$ cat config.mk
export PLATFORM = sky130hd
export DESIGN_NAME = gp_timer
export DESIGN_NICKNAME = d
export VERILOG_FILES = /design/src/rtl/gpt_pkg.sv /design/src/rtl/gpt_tick_sel.sv /design/src/rtl/gpt_counter.sv /design/src/rtl/gpt_cmp_chan.sv /design/src/rtl/gp_timer.sv
export SDC_FILE = /design/constraint.sdc
export NUM_CORES = 1
export LEC_CHECK = 0
export BUFFER_PORTS_ARGS = -buffer_cell sky130_fd_sc_hd__clkbuf_2
export CORE_ASPECT_RATIO = 1.75
export CORE_MARGIN = 2
export CORE_UTILIZATION = 45
export CTS_CLUSTER_DIAMETER = 50
export DETAILED_ROUTE_END_ITERATION = 10
export PLACE_DENSITY = 0.6
export SLEW_MARGIN = 0
export SYNTH_ARGS = -nofsm -noshare
export SYNTH_HDL_FRONTEND = slang
export SYNTH_SLANG_ARGS = --single-unit
$ cat constraint.sdc
create_clock -name clk -period 4.1 [get_ports clk]
set_clock_uncertainty 0.15 [all_clocks]
set_input_delay 0.82 -clock clk [delete_from_list [all_inputs] [get_ports clk]]
set_output_delay 0.82 -clock clk [all_outputs]
set_load 0.01 [all_outputs]
$ cat src/rtl/gpt_pkg.sv
// Shared register map, control layout and tick-source codes for the timer.
package gpt_pkg;
    localparam int REG_CTRL   = 0;
    localparam int REG_PRESC  = 1;
    localparam int REG_STATUS = 2;
    localparam int REG_IRQEN  = 3;
    localparam int REG_COUNT  = 4;
    localparam int REG_CMP0   = 8;

    localparam int CB_SWR     = 15;
    localparam int NUM_SRC    = 5;

    typedef enum logic [2:0] {
        SRC_NONE        = 3'd0,
        SRC_PERIPH      = 3'd1,
        SRC_PERIPH_FAST = 3'd2,
        SRC_EXT         = 3'd3,
        SRC_SLOW        = 3'd4,
        SRC_REF         = 3'd5
    } clk_src_e;

    // Bit 5 refen, bits 4:2 source, bit 1 restart mode, bit 0 run.
    typedef struct packed {
        logic     refen;
        clk_src_e src;
        logic     restart;
        logic     run;
    } ctrl_t;

    localparam int CTRL_W = $bits(ctrl_t);
endpackage

$ cat src/rtl/gpt_tick_sel.sv
// Selects the tick source and divides it by presc+1.
// Assumes: ticks are single-cycle enables on clk; the phase is held at zero while stopped or cleared.
module gpt_tick_sel
    import gpt_pkg::*;
#(
    parameter int PS_W = 12
) (
    input  logic                 clk,
    input  logic                 rst_n,
    input  logic                 clr,
    input  logic                 run,
    input  clk_src_e             src,
    input  logic                 refen,
    input  logic [NUM_SRC-1:0]   src_ticks,
    input  logic [PS_W-1:0]      presc,
    output logic                 cnt_tick
);
    logic            base;
    logic            active;
    logic            wrap;
    logic [PS_W-1:0] phase_q;

    // Pick the raw tick for the selected source code.
    always_comb begin
        case (src)
            SRC_PERIPH:      base = src_ticks[0];
            SRC_PERIPH_FAST: base = src_ticks[1];
            SRC_EXT:         base = src_ticks[2];
            SRC_SLOW:        base = src_ticks[3];
            SRC_REF:         base = src_ticks[4] & refen;
            default:         base = 1'b0;
        endcase
    end

    assign active   = run & base & ~clr;
    assign wrap     = (phase_q >= presc);
    assign cnt_tick = active & wrap;

    // Advance the prescaler phase on each accepted raw tick.
    always_ff @(posedge clk) begin
        if (!rst_n || clr || !run)
            phase_q <= '0;
        else if (active)
            phase_q <= wrap ? '0 : phase_q + 1'b1;
    end
endmodule

$ cat src/rtl/gpt_counter.sv
// Main up-counter: wraps in free-run mode, returns to zero after a channel-0 match in restart mode.
// Assumes: cnt_tick is already gated by run and clear.
module gpt_counter #(
    parameter int CNT_W = 32
) (
    input  logic             clk,
    input  logic             rst_n,
    input  logic             clr,
    input  logic             cnt_tick,
    input  logic             restart,
    input  logic [CNT_W-1:0] cmp0,
    output logic [CNT_W-1:0] count_q,
    output logic [CNT_W-1:0] count_nxt
);
    // Value the counter takes on the next prescaled tick.
    always_comb begin
        if (restart && (count_q == cmp0))
            count_nxt = '0;
        else
            count_nxt = count_q + 1'b1;
    end

    // Hold or advance the count.
    always_ff @(posedge clk) begin
        if (!rst_n || clr)
            count_q <= '0;
        else if (cnt_tick)
            count_q <= count_nxt;
    end
endmodule

$ cat src/rtl/gpt_cmp_chan.sv
// One compare channel: compare register plus a sticky, write-one-to-clear match flag.
// Assumes: a match is the counter entering the compare value; a set wins over a clear in the same cycle.
module gpt_cmp_chan #(
    parameter int CNT_W = 32
) (
    input  logic             clk,
    input  logic             rst_n,
    input  logic             clr,
    input  logic             cmp_wr,
    input  logic [CNT_W-1:0] wdata,
    input  logic             cnt_tick,
    input  logic [CNT_W-1:0] count_nxt,
    input  logic             w1c,
    output logic [CNT_W-1:0] cmp_q,
    output logic             flag_q
);
    logic hit;

    assign hit = cnt_tick && (count_nxt == cmp_q);

    // Compare value register.
    always_ff @(posedge clk) begin
        if (!rst_n || clr)
            cmp_q <= '0;
        else if (cmp_wr)
            cmp_q <= wdata;
    end

    // Sticky flag: a match sets it, a write of one clears it, and the set has priority.
    always_ff @(posedge clk) begin
        if (!rst_n || clr)
            flag_q <= 1'b0;
        else if (hit)
            flag_q <= 1'b1;
        else if (w1c)
            flag_q <= 1'b0;
    end
endmodule

$ cat src/rtl/gp_timer.sv
// Timer top: register decode, control, software-reset sequencer, interrupt enables and read mux.
// Assumes: CNT_W and PS_W are at most DW; NCH fits the compare window of the address map.
module gp_timer
    import gpt_pkg::*;
#(
    parameter int CNT_W       = 32,
    parameter int PS_W        = 12,
    parameter int NCH         = 3,
    parameter int SRST_CYCLES = 4,
    parameter int AW          = 4,
    parameter int DW          = 32
) (
    input  logic               clk,
    input  logic               rst_n,
    input  logic [NUM_SRC-1:0] src_ticks,
    input  logic               bus_sel,
    input  logic               bus_wr,
    input  logic [AW-1:0]      bus_addr,
    input  logic [DW-1:0]      bus_wdata,
    output logic [DW-1:0]      bus_rdata,
    output logic               irq
);
    localparam int SC_W = $clog2(SRST_CYCLES + 1);

    ctrl_t            ctrl_q;
    ctrl_t            wctrl;
    logic             srst_busy;
    logic [SC_W-1:0]  srst_cnt;
    logic             wr_ok;
    logic             wr_ctrl;
    logic             swr_req;
    logic             clr;
    logic [PS_W-1:0]  presc_q;
    logic [NCH-1:0]   irqen_q;
    logic [NCH-1:0]   status_q;
    logic [NCH-1:0]   w1c;
    logic             cnt_tick;
    logic [CNT_W-1:0] count_q;
    logic [CNT_W-1:0] count_nxt;
    logic [CNT_W-1:0] cmp_q [NCH];

    assign wr_ok   = bus_sel & bus_wr & ~srst_busy;
    assign wr_ctrl = wr_ok && (bus_addr == AW'(REG_CTRL));
    assign swr_req = wr_ctrl && bus_wdata[CB_SWR];
    assign clr     = swr_req | srst_busy;
    assign wctrl   = ctrl_t'(bus_wdata[CTRL_W-1:0]);
    assign w1c     = (wr_ok && (bus_addr == AW'(REG_STATUS))) ? bus_wdata[NCH-1:0] : '0;

    // Control register; a software-reset write keeps only the source and refen fields.
    always_ff @(posedge clk) begin
        if (!rst_n) begin
            ctrl_q <= '0;
        end else if (wr_ctrl) begin
            ctrl_q.src     <= wctrl.src;
            ctrl_q.refen   <= wctrl.refen;
            ctrl_q.run     <= wctrl.run & ~swr_req;
            ctrl_q.restart <= wctrl.restart & ~swr_req;
        end
    end

    // Software-reset sequencer: busy for SRST_CYCLES cycles after the request.
    always_ff @(posedge clk) begin
        if (!rst_n) begin
            srst_busy <= 1'b0;
            srst_cnt  <= '0;
        end else if (swr_req) begin
            srst_busy <= 1'b1;
            srst_cnt  <= SC_W'(SRST_CYCLES - 1);
        end else if (srst_busy) begin
            if (srst_cnt == '0)
                srst_busy <= 1'b0;
            else
                srst_cnt <= srst_cnt - 1'b1;
        end
    end

    // Prescale and interrupt-enable registers.
    always_ff @(posedge clk) begin
        if (!rst_n || clr) begin
            presc_q <= '0;
            irqen_q <= '0;
        end else begin
            if (wr_ok && (bus_addr == AW'(REG_PRESC)))
                presc_q <= bus_wdata[PS_W-1:0];
            if (wr_ok && (bus_addr == AW'(REG_IRQEN)))
                irqen_q <= bus_wdata[NCH-1:0];
        end
    end

    gpt_tick_sel #(.PS_W(PS_W)) u_tick (
        .clk(clk), .rst_n(rst_n), .clr(clr), .run(ctrl_q.run),
        .src(ctrl_q.src), .refen(ctrl_q.refen), .src_ticks(src_ticks),
        .presc(presc_q), .cnt_tick(cnt_tick)
    );

    gpt_counter #(.CNT_W(CNT_W)) u_cnt (
        .clk(clk), .rst_n(rst_n), .clr(clr), .cnt_tick(cnt_tick),
        .restart(ctrl_q.restart), .cmp0(cmp_q[0]),
        .count_q(count_q), .count_nxt(count_nxt)
    );

    for (genvar i = 0; i < NCH; i++) begin : g_chan
        gpt_cmp_chan #(.CNT_W(CNT_W)) u_chan (
            .clk(clk), .rst_n(rst_n), .clr(clr),
            .cmp_wr(wr_ok && (bus_addr == AW'(REG_CMP0 + i))),
            .wdata(bus_wdata[CNT_W-1:0]), .cnt_tick(cnt_tick),
            .count_nxt(count_nxt), .w1c(w1c[i]),
            .cmp_q(cmp_q[i]), .flag_q(status_q[i])
        );
    end

    assign irq = |(status_q & irqen_q);

    // Combinational read mux.
    always_comb begin
        bus_rdata = '0;
        if (bus_addr == AW'(REG_CTRL)) begin
            bus_rdata[CTRL_W-1:0] = ctrl_q;
            bus_rdata[CB_SWR]     = srst_busy;
        end else if (bus_addr == AW'(REG_PRESC)) begin
            bus_rdata[PS_W-1:0] = presc_q;
        end else if (bus_addr == AW'(REG_STATUS)) begin
            bus_rdata[NCH-1:0] = status_q;
        end else if (bus_addr == AW'(REG_IRQEN)) begin
            bus_rdata[NCH-1:0] = irqen_q;
        end else if (bus_addr == AW'(REG_COUNT)) begin
            bus_rdata[CNT_W-1:0] = count_q;
        end
        for (int i = 0; i < NCH; i++)
            if (bus_addr == AW'(REG_CMP0 + i))
                bus_rdata[CNT_W-1:0] = cmp_q[i];
    end
endmodule

# == After elaboration in Yosys (flattened, before gate mapping) ==
# Index checks and enable logic that the tools add are counted.
# word_totals
input_bits,45
output_inout_bits,33
regBits,168
wordCells,109
# op_classes
mux,30
add_sub_neg,3
n_bitwise,15
magnitude_cmp,1
n_eq_ne,17
n_reduce_logical,26
# ops
operator,count
2-to-1 mux 32 bit,5
== test 32 bit,4
2-to-1 mux 29 bit,2
adder 32 x 1 -> 32 bit (second input constant),1
2-to-1 mux 12 bit,2
2-to-1 mux 20 bit,1
2-to-1 mux 16 bit,1
adder 12 x 1 -> 12 bit (second input constant),1
== test 4 bit (second input constant),3
>= comparator 12 bit,1
logical AND 1 bit,12
2-to-1 mux 1 bit,10
2-to-1 mux 3 bit,3
2-to-1 mux 9 bit,1
AND 1 bit,8
== test 4 x 2 -> 1 bit (second input constant),2
nonzero test 2 bit,4
== test 3 x 2 -> 1 bit (second input constant),2
== test 3 bit (second input constant),2
2-to-1 mux 2 bit,3
2-to-1 mux 6 bit,1
inverter 1 bit,5
one-hot mux 1 bit (5 select lines),1
== test 4 x 1 -> 1 bit (second input constant),1
13 further kinds,16

# == Logic depth before layout (Yosys ltp) ==
# depth
ltp_word,10
ltp_mapped,14
ltp_nobuf,11

# == By module ==
# A second synthesis with hierarchy kept.
# hier_totals
hier_cells,1212
area_unflattened_um2,10543.9
# modules_own_cells
mod,instances,cells_each,area_each_um2,seq_area_each_um2
gpt_cmp_chan,3,151,1532.7,660.6
gpt_counter,1,346,2678.8,640.6
gp_timer,1,296,2268.4,500.5
gpt_tick_sel,1,117,998.5,240.2

# == Worst setup path before layout ==
# OpenSTA, ideal clock, no wires.
# synth_path
path_type,input to output
start,input port bus_addr[1]
end,output port bus_rdata[18]
slack_ns,0.524
cell_stages,5
path_buffers,2
t_arrival_ns,2.606
required_time_ns,3.130
cell_sequence,clkbuf_1 nor4b_1 clkbuf_1 a222oi_1 a21oi_1
# synth_via
elab_chain_len,9
word_cells_on_any_way,16
cone_classes,7 x eq/ne; 8 x mux; 1 x reduce/logical
# synth_lines
item,line_no,rtl
from (decl),gp_timer.sv:18,"input logic [AW-1:0] bus_addr,"
== test 4 x 3 -> 1 bit,gp_timer.sv:126,end else if (bus_addr == AW'(REG_COUNT)) begin
2-to-1 mux 32 bit,gp_timer.sv:126,
2-to-1 mux 29 bit,gp_timer.sv:124,end else if (bus_addr == AW'(REG_IRQEN)) begin
2-to-1 mux 29 bit,gp_timer.sv:122,end else if (bus_addr == AW'(REG_STATUS)) begin
2-to-1 mux 20 bit,gp_timer.sv:120,end else if (bus_addr == AW'(REG_PRESC)) begin
2-to-1 mux 16 bit,gp_timer.sv:117,if (bus_addr == AW'(REG_CTRL)) begin
2-to-1 mux 32 bit (2 in a row),gp_timer.sv:130,if (bus_addr == AW'(REG_CMP0 + i))
2-to-1 mux 32 bit *,gp_timer.sv:130,
to (decl),gp_timer.sv:20,"output logic [DW-1:0] bus_rdata,"
# Every way passes the cells marked *; elsewhere a longest branch is shown, timed or not.

# == Worst setup path after layout ==
# layout_path
start,register u_cnt.count_q[9]
end,register g_chan[2].u_chan.flag_q
# layout_via
elab_chain_len,6
word_cells_on_any_way,8
cone_classes,1 x add/sub; 2 x eq/ne; 2 x mux; 3 x reduce/logical
# layout_lines
item,line_no,rtl
from (decl),gpt_counter.sv:12,"output logic [CNT_W-1:0] count_q,"
from (signal assigned),gpt_counter.sv:28,count_q <= count_nxt;
branches (longest 2 deep; another with adder 32 x 1 -> 32 bit),--,
2-to-1 mux 32 bit *,gpt_counter.sv:17,if (restart && (count_q == cmp0))
== test 32 bit *,gpt_cmp_chan.sv:19,assign hit = cnt_tick && (count_nxt == cmp_q);
logical AND 1 bit *,gpt_cmp_chan.sv:19,
2-to-1 mux 1 bit or nonzero test 2 bit (tied branches),--,
to (signal assigned),gpt_cmp_chan.sv:32,flag_q <= 1'b0;
to (signal assigned),gpt_cmp_chan.sv:34,flag_q <= 1'b1;
to (signal assigned),gpt_cmp_chan.sv:36,flag_q <= 1'b0;
to (decl),gpt_cmp_chan.sv:15,output logic flag_q
# Every way passes the cells marked *.
# A chain may end at the register's enable or synchronous reset.

==> run metrics <==
Critical Path Start Type=flip-flop; Residual DRC=0; weighted congestion reported at the end of routability-driven placement=1.04; arrival time at the worst endpoint=4.07 ns; Tightest Pin Transition=about 1.3 ns; num ports=78; count of mapped cells out of synthesis=~1,400; Final WS setup=about 0.27 ns; Critical Path Max Stage Delay=about 0.67 ns; placed wire-length estimate after detailed placement=about 38,000 um; Worst Setup Slack post-DPL=around 0.37 ns; share of the synthesized area in the top cell type=0.315; result of the run=finished clean; number of global-route vias before repair=11,500; residual antenna-violating net count after detailed routing=0; Final Max Tran Viols=0; deepest level of the CTS H-tree=4; sequence of cells on the critical path=buf_4 -> xnor2_1 -> nand4_1 -> nor4_1 -> and3_2 -> buf_4 -> a21oi_1 -> o32a_1 -> nor4b_1 -> nand4b_1 -> o21ai_1; Final Hold Violating Endpoints=0; power per cell area=~290 nW/um^2; number of buffers inserted by post-CTS setup repair=0; capturing element type of the critical path=flip-flop; most common library cell in the layout ignoring fill and taps=sky130_fd_sc_hd__nand2_1; final routed wire length divided by cell count=27.6 um; commonest cells after routing, fill and taps aside=sky130_fd_sc_hd__nand2_1 (282), sky130_fd_sc_hd__a21oi_1 (190), sky130_fd_sc_hd__dfxtp_1 (168); die width=~120 um; critical path data required time=between 4 and 5 ns; first drt pass iteration count=8; wire length of the first global-routing pass=73,300 um; area of the mapped netlist=about 11,000 um^2; clock tree from TritonCTS=yes; CTS clk-pin slew, worst paths=~0.070 ns; cell with the largest stage delay on the worst path=sky130_fd_sc_hd__nor4_1; peak fanout along the critical path=30; part of the Yosys area used for sequential elements=0.315; number of warnings issued by yosys=0; TritonCTS buffer count=17; portion of the clock cycle consumed by the worst path in the final layout=0.934; DIE AREA=25,000 um^2; number of antenna violations at the first check in global routing=1; reg-to-reg startpoint=u_cnt.count_q[9]; Critical Path Most Common Cell=sky130_fd_sc_hd__buf_4; final global-route overflow total=0; maximum buffer depth of the clock tree=2; Primary FF master, synth=sky130_fd_sc_hd__dfxtp_1; startpoint of the worst hold path=presc_q[10]; number of synthesized flops with an enable pin=0; Max VDD drop=between 0.3 and 0.4 mV; average cell area after synthesis=~7.4 um^2; count of buffers from port buffering=77; Async SR Flop Fraction=0; overall global routing resource usage=0.400; vias=11,900; number of nets in the layout=1,571; Static Leak=about 4.4 nW; largest net degree at the start of global routing=~110; CTS-repair resized insts=0; layout overhead on the synthesized area=15.4%; Hold WC Path Type=flip-flop to flip-flop; root buf cell=sky130_fd_sc_hd__clkbuf_16; Crit. Startpoint=u_cnt.count_q[9]; post-synthesis cell type count=85; core outline area=between 20,000 and 25,000 um^2; CTS Hold Buffers Added=0; setup total negative slack=0 ns; worst slew slack as a fraction of its limit=0.144; ratio of routed vias to standard cells=6.54; Setup Crit Path Kind=flip-flop to flip-flop; number of standard-cell rows in the floorplan=74; Fmax achieved=261 MHz; clock sinks=about 170; setup repair after global routing missed its margin=no; main area contributors after synthesis=sky130_fd_sc_hd__dfxtp_1 (32%), sky130_fd_sc_hd__nand2_1 (9.9%), sky130_fd_sc_hd__a21oi_1 (8.9%), sky130_fd_sc_hd__xnor2_1 (4.0%), sky130_fd_sc_hd__nor2_1 (3.7%); y dimension of the die=between 200 and 250 um; effective utilization at floorplan=0.458; post-synthesis sequential element count=roughly 170; Clock Latency Late Sink=about 0.47 ns; crit path time final=3.83 ns; synthesized net count=roughly 1,500; proportion of layout cells with a drive suffix above 1=0.148; final wirelength=50,400 um; total setup violations reported at the end of the flow=0; cell taking the most area after synthesis=sky130_fd_sc_hd__dfxtp_1; drt first-iter violations=1,409; max-cap check violation count=0
[worst max-delay path, delay by kind of cell (launching register included)]
| family | cells | cell delay (ns) |
|---|---|---|
| compound gates | 3 | 0.55 |
| xor+xnor | 1 | 0.14 |
| buf+inv | 2 | 0.59 |
| flops | 1 | 0.53 |
| simple gates | 5 | 1.80 |
[path summary, 6_finish.rpt]
check,endpoint,slack [ns],cells past startpoint
max,g_chan[2].u_chan.flag_q,0.27,11
min,presc_q[10],0.31,2
max reg2reg,g_chan[2].u_chan.flag_q,0.27,11
min reg2reg,presc_q[10],0.31,2
[per-stage QoR]
stage	hold slack [ns]	instances	area [um^2]	total power, mW	utilization
after floorplan	0.286	1441	10700	1.79	-
after global placement	0.296	1795	11700	1.90	0.501
after detailed placement	0.303	1795	11700	1.90	0.501
after CTS	0.313	1826	12300	3.63	0.528
after global routing	0.356	1827	12300	3.71	0.528
final	0.310	1827	12300	3.63	0.528
[power by group]
| group | switching (mW) | internal (mW) |
|---|---|---|
| Sequential | 0.0156 | 1.64 |
| Clock | 0.708 | 1.05 |
| Combinational | 0.145 | 0.0670 |
[cell families after synthesis]
kind of cell / after synthesis / synth area share
AO/OA/AOI/OAI: 397 / 0.241
adder cells (fa/ha/maj): 16 / 0.0188
flip-flops: 168 / 0.315
XOR/XNOR: 92 / 0.0762
buffers and inverters: 133 / 0.0504
multiplexers: 18 / 0.0175
AND/OR/NAND/NOR: 617 / 0.281
[state kept, by name, summed over array words and instances, names as in the netlist]
name,cells
srst_cnt,3
u_cnt.count_q,32
g_chan.u_chan.flag_q,3
g_chan.u_chan.cmp_q,96
irqen_q,3
presc_q,12
u_tick.phase_q,12
ctrl_q,6
srst_busy,1
[synth_stat cells, types with 4 or more instances]
library cell               number
sky130_fd_sc_hd__nor4_2         6
sky130_fd_sc_hd__or4_1          5
sky130_fd_sc_hd__buf_2         21
sky130_fd_sc_hd__and4_1         4
sky130_fd_sc_hd__nand3b_1      10
sky130_fd_sc_hd__xnor2_1       49
sky130_fd_sc_hd__a22oi_1       31
sky130_fd_sc_hd__nor2_1       104
sky130_fd_sc_hd__nor4_1        18
sky130_fd_sc_hd__a211o_1        6
sky130_fd_sc_hd__a211oi_1       5
sky130_fd_sc_hd__nor4b_1        8
sky130_fd_sc_hd__o211ai_1       5
sky130_fd_sc_hd__nor3_1        45
sky130_fd_sc_hd__xor2_1        42
sky130_fd_sc_hd__a221oi_1       7
sky130_fd_sc_hd__clkbuf_1      77
sky130_fd_sc_hd__a222oi_1      20
sky130_fd_sc_hd__nand4_1       30
sky130_fd_sc_hd__nor2b_1        8
sky130_fd_sc_hd__a31oi_1       13
sky130_fd_sc_hd__ha_1          16
sky130_fd_sc_hd__buf_1          4
sky130_fd_sc_hd__o221ai_1       6
sky130_fd_sc_hd__a221o_1        9
sky130_fd_sc_hd__nand3_1       31
sky130_fd_sc_hd__o22ai_1       17
sky130_fd_sc_hd__nand2b_1      13
sky130_fd_sc_hd__nand2_1      282
sky130_fd_sc_hd__o32a_1         4
sky130_fd_sc_hd__a21oi_1      190
sky130_fd_sc_hd__and3_1        13
sky130_fd_sc_hd__o21ai_0       32
sky130_fd_sc_hd__mux2i_1       13
sky130_fd_sc_hd__nand4b_1       4
sky130_fd_sc_hd__o32ai_1        5
sky130_fd_sc_hd__or3_1         11
sky130_fd_sc_hd__mux2_2         4
sky130_fd_sc_hd__inv_1         27
sky130_fd_sc_hd__o21a_1         5
sky130_fd_sc_hd__a21boi_0       9
sky130_fd_sc_hd__dfxtp_1      168
[metal layers]
layer | share of wire | track usage
met5 | 0 | 0
met4 | 0.12 | 0.390
met3 | 0.074 | 0.103
met2 | 0.49 | 0.679
met1 | 0.32 | 0.379
[area by class of cell]
cell class | count | area, um^2
Fill cell | 2356 | 11000
Multi-Input combinational cell | 1140 | 6800
Sequential cell | 168 | 3360
Timing Repair Buffer | 155 | 1030
Clock buffer | 21 | 460
Tap cell | 304 | 380
Clock inverter | 10 | 168
Inverter | 28 | 105
Antenna cell | 1 | 2.50
Power figures use the tool's default switching activity.
